[src/rtl/addr_remap_pkg.sv]
package addr_remap_pkg;
  localparam int AP_NUM   = 16;
  localparam int CODE_W   = 4;
  localparam int WORDS    = 4;
  localparam int REG_AW   = 9;
  localparam int BANK_LSB = 4;
  localparam logic [REG_AW-1:0] UPD_ADDR = 9'h100;
  typedef logic [31:0] word_t;
  typedef logic [WORDS-1:0][31:0] table_t;
endpackage

[src/rtl/remap_bank.sv]
module remap_bank
  import addr_remap_pkg::*;
#(
  parameter int MST_ID = 0
) (
  input  logic              clk_i,
  input  logic              rst_ni,
  input  logic              we_i,
  input  logic [REG_AW-1:0] addr_i,
  input  word_t             wdata_i,
  input  logic              commit_i,
  output word_t             rdata_o,
  output table_t            act_o
);
  localparam int IDX_W = REG_AW - BANK_LSB;

  table_t shadow_q, active_q;
  logic   hit;

  assign hit = (addr_i < UPD_ADDR) &&
               (addr_i[REG_AW-1:BANK_LSB] == IDX_W'(MST_ID));

  always_ff @(posedge clk_i or negedge rst_ni) begin
    if (!rst_ni) begin
      shadow_q <= '0;
      active_q <= '0;
    end else begin
      if (we_i && hit) shadow_q[addr_i[3:2]] <= wdata_i;
      if (commit_i)    active_q <= shadow_q;
    end
  end

  assign rdata_o = hit ? shadow_q[addr_i[3:2]] : '0;
  assign act_o   = active_q;

  assert_commit_copies_R5: assert property (@(posedge clk_i) disable iff (!rst_ni)
    commit_i |=> active_q == $past(shadow_q));
  assert_active_held_R4: assert property (@(posedge clk_i) disable iff (!rst_ni)
    !commit_i |=> $stable(active_q));
  assert_foreign_write_R8: assert property (@(posedge clk_i) disable iff (!rst_ni)
    (we_i && !hit) |=> $stable(shadow_q));
endmodule

[src/rtl/remap_lookup.sv]
module remap_lookup
  import addr_remap_pkg::*;
(
  input  logic              clk_i,
  input  logic              rst_ni,
  input  table_t            act_i,
  input  logic              req_valid_i,
  input  word_t             req_addr_i,
  output logic              vld_o,
  output logic              err_o,
  output logic [CODE_W-1:0] sel_o,
  output word_t             addr_o
);
  logic [3:0]        ap;
  word_t             sel_word, off_word;
  logic [CODE_W-1:0] sel_c, off_c;

  assign ap       = req_addr_i[31:28];
  assign sel_word = act_i[ap[3] ? 2'd1 : 2'd0];
  assign off_word = act_i[ap[3] ? 2'd3 : 2'd2];
  assign sel_c    = sel_word[{ap[2:0], 2'b00} +: CODE_W];
  assign off_c    = off_word[{ap[2:0], 2'b00} +: CODE_W];

  always_ff @(posedge clk_i or negedge rst_ni) begin
    if (!rst_ni) begin
      vld_o  <= 1'b0;
      err_o  <= 1'b0;
      sel_o  <= '0;
      addr_o <= '0;
    end else begin
      vld_o  <= req_valid_i && (sel_c != '0);
      err_o  <= req_valid_i && (sel_c == '0);
      sel_o  <= req_valid_i ? sel_c : '0;
      addr_o <= req_valid_i ? {off_c, req_addr_i[27:0]} : '0;
    end
  end

  assert_one_outcome_R3: assert property (@(posedge clk_i) disable iff (!rst_ni)
    req_valid_i |=> (vld_o != err_o));
  assert_err_no_sel_R3: assert property (@(posedge clk_i) disable iff (!rst_ni)
    err_o |-> sel_o == '0);
  assert_idle_quiet_R9: assert property (@(posedge clk_i) disable iff (!rst_ni)
    !req_valid_i |=> (!vld_o && !err_o));
  assert_low_bits_kept_R1: assert property (@(posedge clk_i) disable iff (!rst_ni)
    req_valid_i |=> addr_o[27:0] == $past(req_addr_i[27:0]));
endmodule

[src/rtl/addr_remap.sv]
module addr_remap
  import addr_remap_pkg::*;
#(
  parameter int NUM_MST = 4
) (
  input  logic                            clk_i,
  input  logic                            rst_ni,
  input  logic                            reg_we_i,
  input  logic [REG_AW-1:0]               reg_addr_i,
  input  logic [31:0]                     reg_wdata_i,
  output logic [31:0]                     reg_rdata_o,
  input  logic [NUM_MST-1:0]              req_valid_i,
  input  logic [NUM_MST-1:0][31:0]        req_addr_i,
  output logic [NUM_MST-1:0]              rsp_vld_o,
  output logic [NUM_MST-1:0]              rsp_err_o,
  output logic [NUM_MST-1:0][CODE_W-1:0]  rsp_sel_o,
  output logic [NUM_MST-1:0][31:0]        rsp_addr_o
);
  logic                     upd_wr;
  logic [NUM_MST-1:0]       commit;
  word_t  [NUM_MST-1:0]     bank_rd;
  table_t [NUM_MST-1:0]     act;

  assign upd_wr = reg_we_i && (reg_addr_i == UPD_ADDR);

  for (genvar m = 0; m < NUM_MST; m++) begin : g_mst
    assign commit[m] = upd_wr && reg_wdata_i[m];

    remap_bank #(.MST_ID(m)) u_bank (
      .clk_i    (clk_i),
      .rst_ni   (rst_ni),
      .we_i     (reg_we_i),
      .addr_i   (reg_addr_i),
      .wdata_i  (reg_wdata_i),
      .commit_i (commit[m]),
      .rdata_o  (bank_rd[m]),
      .act_o    (act[m])
    );

    remap_lookup u_lookup (
      .clk_i       (clk_i),
      .rst_ni      (rst_ni),
      .act_i       (act[m]),
      .req_valid_i (req_valid_i[m]),
      .req_addr_i  (req_addr_i[m]),
      .vld_o       (rsp_vld_o[m]),
      .err_o       (rsp_err_o[m]),
      .sel_o       (rsp_sel_o[m]),
      .addr_o      (rsp_addr_o[m])
    );
  end

  // banks drive zero when not addressed
  always_comb begin
    reg_rdata_o = '0;
    for (int m = 0; m < NUM_MST; m++) reg_rdata_o |= bank_rd[m];
  end

  assert_upd_reads_zero_R8: assert property (@(posedge clk_i) disable iff (!rst_ni)
    (reg_addr_i == UPD_ADDR) |-> reg_rdata_o == '0);
endmodule

[config.mk]
export PLATFORM = sky130hd
export DESIGN_NAME = addr_remap
export DESIGN_NICKNAME = d
export VERILOG_FILES = /design/src/rtl/addr_remap_pkg.sv /design/src/rtl/remap_bank.sv /design/src/rtl/remap_lookup.sv /design/src/rtl/addr_remap.sv
export SDC_FILE = /design/constraint.sdc
export NUM_CORES = 2
export LEC_CHECK = 0
export BUFFER_PORTS_ARGS = -buffer_cell sky130_fd_sc_hd__buf_4
export CORE_UTILIZATION = 55
export DETAILED_ROUTE_END_ITERATION = 8
export PLACE_DENSITY = 0.81
export SYNTH_ARGS = -nofsm -noshare
export SYNTH_HDL_FRONTEND = slang
export SYNTH_HIERARCHICAL = 1
export SYNTH_SLANG_ARGS = --single-unit
[constraint.sdc]
create_clock -name clk_i -period 2.95 [get_ports clk_i]
set_input_delay 0.59 -clock clk_i [delete_from_list [all_inputs] [get_ports clk_i]]
set_output_delay 0.59 -clock clk_i [all_outputs]
set_load 0.005 [all_outputs]
==> impl_metrics.ini <==
[sta]
worst_pin_slew_ns = 0.631
fin_ws_ns = -0.289
finalCritPeriodShare_pct = 110
maxSlewViolCount = 0
setup_viol = 32
fin_crit_ns = 3.24
hold_viol = 0
fmax_mhz = 309
rsz0062_at_grt = true
max_slew_margin_pct = 57.9
finalClockSkew_ns = 0.0298

[route]
drcViolationCount = 0
drt-total-wl_um = 156000
final_antenna_net_count = 0
drtIter0Drc = 3051
vias = 32200
post_drt_wl_per_cell_um = 30.8
viasPerCell = 6.33
firstDrtPassIters = 6

[synth]
syn_area_mm2 = 0.0521
syn_nets = 3301
synth_cell_types = 37
synth_ff_type = dfrtp_1
ys_seq_elements = 1176
synth_area_leaders = dfrtp_1, mux2_2, mux4_2
postSynthCellCount = 3125
synth-edff-count = 0
synthArstFlopShare_pct = 100
synth.top_cell.area_share_pct = 56.5
avgSynthCellArea_um2 = 16.7
yosysSeqAreaShare_pct = 56.5
yosysTopAreaCell = dfrtp_1
yosys_warnings = 6

[clock_tree]
htree_num_levels = 3
cts.sinks = 1176
cts_buffer_depth = 3
cts_tree = done
clkLatencyLatePin_ns = 0.73
cts-root-buf = clkbuf_16
cts.clk_slew.worst_paths_ns = 0.07
cts_inserted_buffers = 116

[worst_setup_path]
cp_data_arrival_time_ns = 2.65
cp_cell_sequence = mux4_2, and3_4, or4_4, buf_6
path_buf_inv = 1
critPathKind = flop to output port
max_stage_delay_ns = 0.61
cp_slowest_cell = or4_4
cp_top_family = simple AND/OR/NAND/NOR gates
endpoint_kind = output port
cp-start-kind = flop
required_ns = 2.36
worst-path-max-fanout = 2

[final_layout]
mostFrequentLayoutCell = dfrtp_1
stdcell_count = 5087
areaGrowthSynthToFinish_pct = 21.7
layout_common_cells = dfrtp_1, mux2_2, buf_4, mux4_2, mux2_4
fin_area_mm2 = 0.0634
nets = 3906
drive_above_1_share_pct = 60.0
fillCellCount = 6087

[global_route]
grt_pass1_vias = 33600
grt_pass1_wl_um = 229000
grt_max_degree = 116
grt_usage_pct = 33.1
grt_antenna_before_repair = 20
grt_overflow = 0

[placement]
hpwl_um = 108000
globalplace.congestion = 0.993
dp_slack_ns = -0.359
place_inst = 4710
port_buffers = 359
placed_cell_area_mm2 = 0.0573

[pwr]
p_clk_share_pct = 43.4
p_sw_mw = 8.71
sw_frac_of_total_pct = 23.9
peakVddDrop_v = 0.000541
seqPwrFrac_pct = 48.0
p_per_area_mw_per_mm2 = 575
power_frac_comb_pct = 8.6
p_leak_nw = 31.1
p_int_mw = 27.7

[floorplan]
die_w_um = 310
fp-row-count = 112
die_h_um = 310
start_util_pct = 55.7
core_region_area_mm2 = 0.0936
die_area_mm2 = 0.0960
top_level_ports = 360

[status]
violations = negative setup slack
status = finished, violations left

[run]
drv_cap = 0

[worst_hold_path]
worstHoldPathType = input pin to flop
cell usage after synthesis (7+ instances only):
master and number:
dfrtp_1 1176, mux2_2 825, mux4_2 248, mux2_4 180, and2_1 148, clkbuf_1 122, and3_1 96, nor2b_1 45
buf_2 37, or4_1 33, nand3_1 32, mux4_1 24, buf_12 22, nand2_1 22, mux2_1 19, buf_4 17
a22oi_1 16, buf_6 7
final timing paths:
kind | start | endpoint | slack (ns) | cells after the start
hold / removal | req_addr_i[59] | g_mst[1].u_lookup/addr_o[27] | 0.07 | 2
max in group asynchronous | rst_ni | g_mst[0].u_lookup/addr_o[8] | 1.45 | 3
setup / recovery | g_mst[1].u_bank/shadow_q[67] | reg_rdata_o[3] | -0.29 | 4
setup reg to reg | g_mst[1].u_bank/act_o[34] | g_mst[1].u_lookup/err_o | 0.88 | 6
hold reg to reg | g_mst[3].u_bank/act_o[35] | g_mst[3].u_bank/act_o[35] | 0.50 | 1
min in group asynchronous | rst_ni | g_mst[1].u_bank/act_o[99] | 0.47 | 2
layer usage:
layer	vias to the layer above	wire length [µm]	global-route usage, %
li1	12900	-	-
met2	1771	74200	52.2
met4	18	8160	15.0
met5	-	176	0
met3	471	17400	10.9
met1	17100	56500	41.8
state kept, by name (all words and copies together), names as in the netlist:
| signal | cells |
|---|---|
| g_mst.u_lookup/addr_o | 128 |
| g_mst.u_lookup/sel_o | 16 |
| g_mst.u_lookup/vld_o | 4 |
| g_mst.u_lookup/err_o | 4 |
| g_mst.u_bank/act_o | 512 |
| g_mst.u_bank/shadow_q | 512 |
metrics by stage:
step | hold slack [ns] | TNS [ns] | utilization [%] | power, mW
CTS | 0.0355 | -7.15 | 67.3 | 36.5
floorplan | 0.294 | 0 | - | 18.8
global route | 0.0564 | -7.61 | 67.7 | 37.4
detailed placement | 0.487 | -26.88 | 61.2 | 20.5
finish | 0.0666 | -6.88 | 67.7 | 36.4
global placement | 0.481 | -28.73 | 61.2 | 20.4
power by group through the flow:
stage / sequential (mW) / combinational (mW) / clock (mW)
finish: 17.5 / 3.12 / 15.8
global route: 17.5 / 3.30 / 16.6
CTS: 17.5 / 3.02 / 16.0
floorplan: 17.4 / 1.38 / 0
global placement: 17.8 / 2.63 / 0
detailed placement: 17.8 / 2.70 / 0
final cells by class:
cell class / count / area [µm²] / share of cell area [%]
Antenna cell: 3 / 7.51 / 0.0118
Clock buffer: 163 / 3350 / 5.28
Clock inverter: 55 / 764 / 1.21
Inverter: 5 / 18.8 / 0.0296
Multi-Input combinational cell: 1732 / 21900 / 34.5
Sequential cell: 1176 / 29500 / 46.5
Tap cell: 1254 / 1570 / 2.47
Timing Repair Buffer: 699 / 6380 / 10.1
logic make-up after synthesis:
kind of cell / after synthesis / synth area share, %
AO/OA/AOI/OAI: 16 / 0.231
buffers and inverters: 217 / 2.56
flip-flops: 1176 / 56.5
multiplexers: 1296 / 35.4
AND/OR/NAND/NOR: 420 / 5.36
timing repair:
| item | in CTS | in global routing |
|---|---|---|
| gates cloned | 4 | 0 |
| resized for setup | 149 | 45 |
| endpoints found under the setup margin | 32 | 32 |
| setup buffers | 119 | 40 |
| pin swaps | 20 | 14 |
| hold buffers | 1 | 0 |
| hold endpoints to repair | 27 | 0 |
Note: power is estimated with default switching activity, not from simulation.
